[src/rtl/irq_active_pkg.sv]
package irq_active_pkg;

    // Byte addresses are 12 bits wide; interrupt indices computed from them fit in 12 bits.
    localparam int ADDR_W = 12;
    localparam int IDX_W  = 12;
    localparam int LANES  = 8;

    typedef enum logic [1:0] {
        OP_NONE = 2'd0,
        OP_SET  = 2'd1,
        OP_CLR  = 2'd2
    } act_op_e;

endpackage

[src/rtl/irq_active_decode.sv]
module irq_active_decode
    import irq_active_pkg::*;
#(
    parameter int NUM_IRQ  = 64,
    parameter int BASE_IRQ = 0,
    parameter int REVISION = 2,
    parameter bit SEC_EXT  = 1'b1,
    localparam int IRQ_W   = (NUM_IRQ > 1) ? $clog2(NUM_IRQ) : 1
) (
    input  logic              sel,
    input  logic              we,
    input  logic [ADDR_W-1:0] addr,
    input  logic              secure,
    input  logic [NUM_IRQ-1:0] grp,
    output logic              hit,
    output logic              err,
    output act_op_e           op,
    output logic [IDX_W-1:0]  first_irq,
    output logic [LANES-1:0]  lane_ok
);

    logic             clr_win;
    logic             rev_bad;
    logic             range_bad;
    logic [IDX_W-1:0] irq_n;

    always_comb begin
        hit       = sel && (addr[11:8] == 4'h3);
        clr_win   = addr[7];
        first_irq = IDX_W'({addr[6:0], 3'b000}) + IDX_W'(BASE_IRQ);
        rev_bad   = (REVISION != 2) && (we || clr_win);
        range_bad = first_irq >= IDX_W'(NUM_IRQ);
        err       = hit && (rev_bad || range_bad);

        op = OP_NONE;
        if (hit && we && !err) begin
            op = clr_win ? OP_CLR : OP_SET;
        end

        lane_ok = '0;
        irq_n   = '0;
        for (int b = 0; b < LANES; b++) begin
            irq_n = first_irq + IDX_W'(b);
            if (hit && !err && (irq_n < IDX_W'(NUM_IRQ))) begin
                lane_ok[b] = !(SEC_EXT && !secure && !grp[IRQ_W'(irq_n)]);
            end
        end
    end

endmodule

[src/rtl/irq_active_store.sv]
module irq_active_store
    import irq_active_pkg::*;
#(
    parameter int NUM_IRQ  = 64,
    parameter int NUM_CPU  = 2,
    parameter int NUM_PRIV = 32,
    localparam int CPU_W   = (NUM_CPU > 1) ? $clog2(NUM_CPU) : 1,
    localparam int IRQ_W   = (NUM_IRQ > 1) ? $clog2(NUM_IRQ) : 1,
    localparam int NUM_SHR = NUM_IRQ - NUM_PRIV,
    localparam int PRV_W   = (NUM_PRIV > 1) ? $clog2(NUM_PRIV) : 1,
    localparam int SHR_W   = (NUM_SHR > 1) ? $clog2(NUM_SHR) : 1
) (
    input  logic                       clk,
    input  logic                       rst_n,
    input  act_op_e                    op,
    input  logic [IDX_W-1:0]           first_irq,
    input  logic [LANES-1:0]           lane_ok,
    input  logic [LANES-1:0]           wdata,
    input  logic [CPU_W-1:0]           cpu,
    output logic [NUM_CPU*NUM_IRQ-1:0] active_out,
    output logic [NUM_IRQ-1:0]         cpu_view
);

    typedef struct packed {
        logic [NUM_CPU-1:0][NUM_PRIV-1:0] priv;
        logic [NUM_SHR-1:0]               shr;
    } act_state_t;

    act_state_t       st_d, st_q;
    logic [IDX_W-1:0] irq_d;
    logic             new_val_d;

    always_comb begin
        st_d      = st_q;
        irq_d     = '0;
        new_val_d = (op == OP_SET);
        for (int b = 0; b < LANES; b++) begin
            irq_d = first_irq + IDX_W'(b);
            if ((op != OP_NONE) && lane_ok[b] && wdata[b]) begin
                if (irq_d < IDX_W'(NUM_PRIV)) begin
                    st_d.priv[cpu][PRV_W'(irq_d)] = new_val_d;
                end else begin
                    st_d.shr[SHR_W'(irq_d - IDX_W'(NUM_PRIV))] = new_val_d;
                end
            end
        end
    end

    always_ff @(posedge clk or negedge rst_n) begin
        if (!rst_n) begin
            st_q <= '0;
        end else begin
            st_q <= st_d;
        end
    end

    for (genvar c = 0; c < NUM_CPU; c++) begin : g_cpu
        for (genvar i = 0; i < NUM_IRQ; i++) begin : g_irq
            if (i < NUM_PRIV) begin : g_priv
                assign active_out[c*NUM_IRQ+i] = st_q.priv[c][i];
            end else begin : g_shr
                assign active_out[c*NUM_IRQ+i] = st_q.shr[i-NUM_PRIV];
            end
        end

        // a private write by one CPU never disturbs another CPU's copy
        assert_priv_isolated_R8: assert property (@(posedge clk) disable iff (!rst_n)
            ((op != OP_NONE) && (first_irq < IDX_W'(NUM_PRIV)) && (cpu != CPU_W'(c)))
            |=> $stable(active_out[c*NUM_IRQ +: NUM_PRIV]));
    end

    always_comb begin
        cpu_view = '0;
        for (int c = 0; c < NUM_CPU; c++) begin
            if (cpu == CPU_W'(c)) begin
                cpu_view = active_out[c*NUM_IRQ +: NUM_IRQ];
            end
        end
    end

    // an all-zero write leaves every flag as it was
    assert_zero_write_R4: assert property (@(posedge clk) disable iff (!rst_n)
        ((op != OP_NONE) && (wdata == '0)) |=> $stable(active_out));

endmodule

[src/rtl/irq_active_bank.sv]
module irq_active_bank
    import irq_active_pkg::*;
#(
    parameter int NUM_IRQ  = 64,
    parameter int NUM_CPU  = 2,
    parameter int NUM_PRIV = 32,
    parameter int BASE_IRQ = 0,
    parameter int REVISION = 2,
    parameter bit SEC_EXT  = 1'b1,
    localparam int CPU_W   = (NUM_CPU > 1) ? $clog2(NUM_CPU) : 1,
    localparam int IRQ_W   = (NUM_IRQ > 1) ? $clog2(NUM_IRQ) : 1
) (
    input  logic                       clk,
    input  logic                       rst_n,
    input  logic                       bus_sel,
    input  logic                       bus_we,
    input  logic [11:0]                bus_addr,
    input  logic [7:0]                 bus_wdata,
    input  logic [CPU_W-1:0]           bus_cpu,
    input  logic                       bus_secure,
    output logic [7:0]                 bus_rdata,
    output logic                       bus_err,
    input  logic [NUM_IRQ-1:0]         irq_group,
    output logic [NUM_CPU*NUM_IRQ-1:0] active_out
);

    logic             dec_hit;
    logic             dec_err;
    act_op_e          dec_op;
    logic [IDX_W-1:0] dec_first;
    logic [LANES-1:0] dec_lane_ok;
    logic [NUM_IRQ-1:0] view;
    logic [IDX_W-1:0] rd_irq;

    irq_active_decode #(
        .NUM_IRQ  (NUM_IRQ),
        .BASE_IRQ (BASE_IRQ),
        .REVISION (REVISION),
        .SEC_EXT  (SEC_EXT)
    ) u_decode (
        .sel       (bus_sel),
        .we        (bus_we),
        .addr      (bus_addr),
        .secure    (bus_secure),
        .grp       (irq_group),
        .hit       (dec_hit),
        .err       (dec_err),
        .op        (dec_op),
        .first_irq (dec_first),
        .lane_ok   (dec_lane_ok)
    );

    irq_active_store #(
        .NUM_IRQ  (NUM_IRQ),
        .NUM_CPU  (NUM_CPU),
        .NUM_PRIV (NUM_PRIV)
    ) u_store (
        .clk        (clk),
        .rst_n      (rst_n),
        .op         (dec_op),
        .first_irq  (dec_first),
        .lane_ok    (dec_lane_ok),
        .wdata      (bus_wdata),
        .cpu        (bus_cpu),
        .active_out (active_out),
        .cpu_view   (view)
    );

    always_comb begin
        bus_rdata = '0;
        rd_irq    = '0;
        for (int b = 0; b < LANES; b++) begin
            rd_irq = dec_first + IDX_W'(b);
            if (dec_lane_ok[b] && !bus_we) begin
                bus_rdata[b] = view[IRQ_W'(rd_irq)];
            end
        end
        bus_err = dec_err;
    end

    // a refused access changes nothing
    assert_err_no_change_R12: assert property (@(posedge clk) disable iff (!rst_n)
        bus_err |=> $stable(active_out));

    // a refused access reads as zero
    assert_err_rdata_zero_R12: assert property (@(posedge clk) disable iff (!rst_n)
        bus_err |-> (bus_rdata == 8'h00));

    // addresses outside the windows neither flag nor return data nor write
    assert_outside_quiet_R1: assert property (@(posedge clk) disable iff (!rst_n)
        (bus_sel && (bus_addr[11:8] != 4'h3)) |-> (!bus_err && (bus_rdata == 8'h00)));

    assert_outside_no_write_R1: assert property (@(posedge clk) disable iff (!rst_n)
        (!dec_hit) |=> $stable(active_out));

endmodule

[config.mk]
export PLATFORM = sky130hd
export DESIGN_NAME = irq_active_bank
export DESIGN_NICKNAME = d
export VERILOG_FILES = /design/src/rtl/irq_active_pkg.sv /design/src/rtl/irq_active_decode.sv /design/src/rtl/irq_active_store.sv /design/src/rtl/irq_active_bank.sv
export SDC_FILE = /design/constraint.sdc
export NUM_CORES = 1
export LEC_CHECK = 0
export ABC_AREA = 1
export BUFFER_PORTS_ARGS = -buffer_cell sky130_fd_sc_hd__buf_4
export CORE_MARGIN = 1
export CORE_UTILIZATION = 28
export CTS_CLUSTER_DIAMETER = 80
export DETAILED_ROUTE_END_ITERATION = 8
export PLACE_DENSITY = 0.62
export SYNTH_ARGS = -nofsm -noshare
export SYNTH_HDL_FRONTEND = slang
export SYNTH_SLANG_ARGS = --single-unit
[constraint.sdc]
create_clock -name clk -period 1.6 [get_ports clk]
set_input_delay 0.32 -clock clk [delete_from_list [all_inputs] [get_ports clk]]
set_output_delay 0.32 -clock clk [all_outputs]
set_load 0.01 [all_outputs]
==> run_results.csv, run 1 <==
group,metric,value,unit
synth,synth-edff-count,0,
floorplan,pin_count,227,
sta,slew_violations,0,
power,finalPower,5.81,mW
clocking,cts_buffers,9,
setup_path,critPathSlowestCell,"dfrtp_1",
flow_run,cap_violations,0,
clocking,clockBufferDepth,2,
detailed_routing,post_drt_wl_per_cell,14.5,um
floorplan,die_y,167,um
sta,tightest_slew,0.439,ns
synth,yosysTopAreaCell,"dfrtp_1",
sta,relSlewSlack,70.7,%
setup_path,max_stage_delay,0.37,ns
final_layout,stdcell_count,1828,
synth,synthCells,1203,
synth,seq_area_frac_synth,31.6,%
placed_design,io_buffer_count,226,
grt,grt_max_degree,31,
clocking,clkTransAtPathRegs,0.07,ns
grt,grt_pass1_vias,7790,
synth,postSynthRegisterBits,96,
final_layout,fin_area,0.0111,mm^2
final_layout,area_growth,45.9,%
synth,synth-main-ff-cell,"dfrtp_1",
setup_path,crit_arrival,1.57,ns
sta,finalSetupViolations,8,
synth,syn_area,0.00760,mm^2
sta,timing.fmax,0.530,GHz
setup_path,worst_setup_path_end_kind,"output port",
power,ir_drop,0.000461,V
synth,yosys_warnings,0,
final_layout,nets,1578,
placed_design,gp_congestion,0.865,
setup_path,critPathKind,"register to output port",
clocking,cts-root-buf,"clkbuf_16",
final_layout,n_antenna_cell,0,
power,p_comb_share,16.4,%
placed_design,placed_cells,1753,
floorplan,dieArea,0.0278,mm^2
outcome,status,"finished with violations",
sta,clock_skew,0,ns
power,p_sw,1.61,mW
floorplan,rows,59,
placed_design,place_area,0.0102,mm^2
floorplan,die_w,167,um
worst_hold_path,hp-class,"input port to async pin",
sta,period_minus_slack,1.89,ns
power,leakagePower,5.69,nW
setup_path,crit_required,1.28,ns
detailed_routing,drtAntennaViolNets,0,
floorplan,core,0.0264,mm^2
clocking,numClockSinks,96,
clocking,clock_latency,0.36,ns
setup_path,path_common_cell,"nand2_1",
sta,setup_ws,-0.288,ns
synth,synth_top_area_share,31.6,%
final_layout,layout-drive-gt1-share,32.6,%
grt,grt_pass1_wl,41900,um
sta,rsz0062_at_grt,"yes",
synth,synth_nets,1293,
grt,grt.total_usage,19.2,%
final_layout,largest_reg_flops,96,
grt,grt_remaining_overflow,0,
placed_design,dp_hpwl,20000,um
setup_path,cp_max_fo,2,
synth,postSynth.asyncResetShare,100,%
detailed_routing,drtIter0Drc,496,
sta,fin_crit_sh,118,%
detailed_routing,viasPerCell,4.64,
final_layout,mostFrequentLayoutCell,"nand2_1",
setup_path,path_cells,"inv_2 -> nand2_1 -> nand4_1 -> a21oi_2 -> nand2_1 -> nor2_2 -> buf_4",
detailed_routing,postRouteWirelength,26600,um
detailed_routing,dr.pass1.iters,5,
synth,synth_cell_types,25,
outcome,violations,"setup timing",
sta,hold_violations,0,
detailed_routing,drc,0,
power,clock_power_share,41.8,%
setup_path,critPathBufInv,2,
detailed_routing,vias,8490,
clocking,cts_htree_levels,3,
floorplan,start_util,28.8,%
power,p_per_area,524,mW/mm^2
setup_path,start_kind,"register",
setup_path,crit_family,"simple AND/OR/NAND/NOR gates",
clocking,cts_tree,"done",
power,p_int,4.20,mW
power,swShare,27.7,%
grt,antenna_found_initial,0,
synth,ys_top_cells_by_area,"dfrtp_1, nand2_1, inv_1",
power,seqPwrFrac,41.9,%
final_layout,layout_common_cells,"nand2_1, buf_4, inv_1",
synth,syn_area_per_cell,6.32,um^2
-- synthesized netlist by cell type, types with 9 or more instances --
library cell	number
buf_2	35
o21ai_0	30
buf_4	54
inv_1	211
buf_6	9
nand3_1	96
a21oi_1	16
nand4_1	109
nor2_1	16
dfrtp_1	96
clkbuf_1	12
nor3_4	9
nand2_1	472
inv_2	9
-- worst register-to-register path, delay by kind of cell, from the launching register on --
| family | cells | cell delay [ns] |
|---|---|---|
| buffers and inverters | 11 | 1.04 |
| DFF | 1 | 0.38 |
| and+or+nand+nor | 2 | 0.08 |
-- layer usage --
layer / track usage (%) / up-vias / share of wire, %
met3: 3.49 / 41 / 6.1
met1: 24.5 / 3925 / 43
met5: 0 / - / 0
met4: 5.56 / 0 / 2.4
li1: - / 4262 / -
met2: 32.9 / 262 / 49
-- power groups by stage --
stage | registers, mW | logic [mW] | clock network [mW]
2_1_floorplan | 2.48 | 0.483 | 0
3_5_place_dp | 2.48 | 0.919 | 0
5_1_grt | 2.43 | 1.04 | 2.58
4_1_cts | 2.43 | 0.947 | 2.48
6_report | 2.43 | 0.950 | 2.43
3_3_place_gp | 2.48 | 0.911 | 0
-- cell type report --
| class | count | area [um^2] |
|---|---|---|
| fill | 2721 | 15300 |
| timing repair buffer | 385 | 3360 |
| multi-input combinational | 776 | 3740 |
| clock buffer | 9 | 225 |
| clock inverter | 7 | 95.1 |
| tap | 335 | 419 |
| inverter | 220 | 838 |
| sequential | 96 | 2400 |
-- cell families (layout without fill, tap and decap cells) --
| group | after synthesis | count (layout) | share of synthesized area (%) |
|---|---|---|---|
| DFF | 96 | 96 | 31.6 |
| and+or+nand+nor | 730 | 730 | 44.9 |
| buffers and inverters | 331 | 621 | 20.5 |
| AOI/OAI and AO/OA | 46 | 46 | 3.03 |
-- what timing repair did --
action                                  4_1_cts  5_1_grt
resized for setup                            56       32
endpoints found under the hold margin        25        0
endpoints found under the setup margin        8        9
pin swaps                                    18       12
hold buffers                                  1        0
gates cloned                                  0        0
buffers inserted                             47       12
-- path summary, 6_finish.rpt --
kind                                     endpoint              startpoint  cells after the start  slack (ns)
hold reg to reg            u_store.active_out[43]  u_store.active_out[43]                      4        0.56
setup reg to reg           u_store.active_out[88]  u_store.active_out[88]                     13        0.04
max in group asynchronous  u_store.active_out[61]                   rst_n                      3        0.62
setup / recovery                     bus_rdata[2]  u_store.active_out[58]                      7       -0.29
hold / removal             u_store.active_out[75]                   rst_n                      2        0.43
min in group clk           u_store.active_out[90]             bus_addr[2]                      6        0.53
-- per-stage QoR --
step | util, % | TNS, ns | hold WS (ns) | setup slack [ns]
final | 42.1 | -1.84 | 0.433 | -0.288
after global routing | 42.1 | -2.56 | 0.465 | -0.357
after CTS | 41.6 | -1.82 | 0.443 | -0.296
after detailed placement | 38.6 | -20.68 | 0.288 | -0.359
after global placement | 38.6 | -17.71 | 0.284 | -0.363
after floorplan | - | 0 | 0.0244 | 0.00639
Power figures use the tool's default switching activity.
==> run 2: changes to the inputs <==
--- a/config.mk
+++ b/config.mk
@@ -7,8 +7,9 @@
 export LEC_CHECK = 0
 export ABC_AREA = 1
 export BUFFER_PORTS_ARGS = -buffer_cell sky130_fd_sc_hd__buf_4
-export CORE_MARGIN = 1
+export CORE_MARGIN = 2
 export CORE_UTILIZATION = 28
+export CTS_BUF_LIST = sky130_fd_sc_hd__clkbuf_16
 export CTS_CLUSTER_DIAMETER = 80
 export DETAILED_ROUTE_END_ITERATION = 8
 export PLACE_DENSITY = 0.62
==> run 2 against run 1 <==
  * The run still ends with setup timing left
  * Critical path depth up 2
  * Worst setup slack better by 0.012 ns
  * Core utilization decreased by 1.1 points
  * Flip-flop and latch count stayed put
  * Sequential share of layout area up 0.25 points
  * First-iteration DRC count increased by 34%
  * Via count up 1.5%
  * Power increased by 2.7%
  * Combinational power up 3.5%
  * Non-clock buffer count down 16
  * Design area decreased by 1.1%
  * Clock power is 5% higher
  * Critical path type unchanged
  * Largest cell class unchanged
==> run_results.csv, run 2 (synthesized netlist as in run 1, its figures left out) <==
group,metric,value,unit
power,swShare,27.2,%
power,seqPwrFrac,40.8,%
floorplan,core,0.0268,mm^2
final_layout,n_antenna_cell,0,
power,ir_drop,0.000461,V
detailed_routing,postRouteWirelength,29000,um
placed_design,placed_cells,1759,
clocking,cts-root-buf,"clkbuf_16",
sta,whs,0.406,ns
floorplan,die_y,169,um
final_layout,layout_common_cells,"nand2_1, buf_4, inv_1",
sta,hold_violations,0,
detailed_routing,post_drt_wl_per_cell,16.0,um
floorplan,dieArea,0.0285,mm^2
final_layout,nets,1562,
setup_path,worst_setup_path_end_kind,"output port",
grt,grt.total_usage,20.0,%
detailed_routing,dr.pass1.iters,6,
power,clock_power_share,42.7,%
sta,clock_skew,0,ns
detailed_routing,drtAntennaViolNets,0,
clocking,cts_buffers,9,
sta,timing.fmax,0.533,GHz
detailed_routing,vias,8621,
detailed_routing,drtIter0Drc,667,
final_layout,layout-drive-gt1-share,30.9,%
grt,antenna_found_initial,0,
placed_design,dp_hpwl,21300,um
clocking,clock_latency,0.35,ns
sta,finalSetupViolations,8,
grt,grt_pass1_wl,44000,um
clocking,cts_htree_levels,3,
flow_run,cap_violations,0,
setup_path,crit_arrival,1.56,ns
worst_hold_path,hp-class,"input port to async pin",
floorplan,pin_count,227,
final_layout,mostFrequentLayoutCell,"nand2_1",
detailed_routing,drc,0,
power,finalPower,5.97,mW
setup_path,start_kind,"register",
power,p_sw,1.63,mW
placed_design,gp_congestion,0.917,
outcome,status,"finished with violations",
sta,fin_crit_sh,117,%
final_layout,nFillCells,2814,
clocking,cts_tree,"done",
grt,grt_remaining_overflow,0,
floorplan,rows,60,
sta,slew_violations,0,
final_layout,stdcell_count,1818,
floorplan,start_util,28.3,%
setup_path,critPathKind,"register to output port",
grt,grt_max_degree,37,
setup_path,crit_required,1.28,ns
sta,setup_ws,-0.275,ns
final_layout,fin_util,40.9,%
floorplan,die_w,169,um
power,leakagePower,5.67,nW
clocking,clockBufferDepth,2,
detailed_routing,viasPerCell,4.74,
final_layout,largest_reg_flops,96,
grt,grt_pass1_vias,7988,
setup_path,cp_max_fo,2,
sta,tightest_slew,0.383,ns
power,p_comb_share,16.5,%
outcome,violations,"setup timing",
final_layout,area_growth,44.4,%
final_layout,fin_area,0.0110,mm^2
power,p_per_area,544,mW/mm^2
sta,fin_setup_tns,-1.83,ns
clocking,clkTransAtPathRegs,0.07,ns
placed_design,dpl_worst_slack,-0.391,ns
placed_design,io_buffer_count,226,
sta,rsz0062_at_grt,"yes",
sta,period_minus_slack,1.88,ns
clocking,numClockSinks,96,
power,p_int,4.34,mW
sta,relSlewSlack,74.5,%
placed_design,place_area,0.0101,mm^2
[run 2: changes by cell type in the layout (fill, tap and decap cells not counted), sizes merged]
cell      before  now
buf          384  367
clkinv         3    0
bufinv         2    3
clkbuf         9   10
clkinvlp       1    2
inv          221  222
[run 2: area by class of cell]
cell class | instances | area (um^2) | area share (%)
clock inverter | 7 | 113 | 1.03
multi-input combinational | 776 | 3750 | 34.2
tap | 341 | 427 | 3.89
timing repair buffer | 369 | 3210 | 29.2
clock buffer | 9 | 225 | 2.05
inverter | 220 | 846 | 7.71
sequential | 96 | 2400 | 21.9
[run 2: path summary, 6_finish.rpt]
| kind | startpoint | endpoint | slack, ns | cells after the start |
|---|---|---|---|---|
| worst max-delay path | u_store.active_out[75] | bus_rdata[3] | -0.28 | 9 |
| worst min-delay path | rst_n | u_store.active_out[19] | 0.41 | 2 |
| worst max register to register | u_store.active_out[31] | u_store.active_out[31] | 0.76 | 5 |
| worst min register to register | u_store.active_out[71] | u_store.active_out[71] | 0.56 | 4 |
| max in group asynchronous | rst_n | u_store.active_out[18] | 0.66 | 3 |
| min in group clk | bus_wdata[7] | u_store.active_out[87] | 0.54 | 7 |
[run 2: power by group through the flow]
stage	clock network [mW]	logic, mW	registers (mW)
after floorplan	0	0.483	2.48
after global placement	0	0.924	2.48
after detailed placement	0	0.930	2.48
after CTS	2.60	0.972	2.43
after global routing	2.70	1.07	2.43
final	2.55	0.983	2.43
[run 2: layer usage]
metal / share of wire (%) / vias to the layer above / track usage [%]
met4: 2.5 / 0 / 6.67
met1: 44 / 4013 / 26.8
met5: 0 / - / 0
li1: - / 4232 / -
met2: 47 / 335 / 32.7
met3: 6.8 / 41 / 3.62
[run 2: worst max-delay path: stages (launching register included)]
cell     delay [ns]
dfrtp_1        0.38
inv_1          0.07
nand2_1        0.06
o21ai_2        0.07
nand2_1        0.07
a21oi_1        0.16
o21ai_1        0.11
nand2_1        0.11
nor2_4         0.05
buf_6          0.11
[run 2: what timing repair did]
item | CTS | global route
gates resized for setup | 41 | 23
hold buffers | 1 | 0
buffers inserted | 30 | 10
pin swaps | 10 | 17
endpoints found under the setup margin | 20 | 9
gates cloned | 1 | 1
endpoints found under the hold margin | 18 | 0
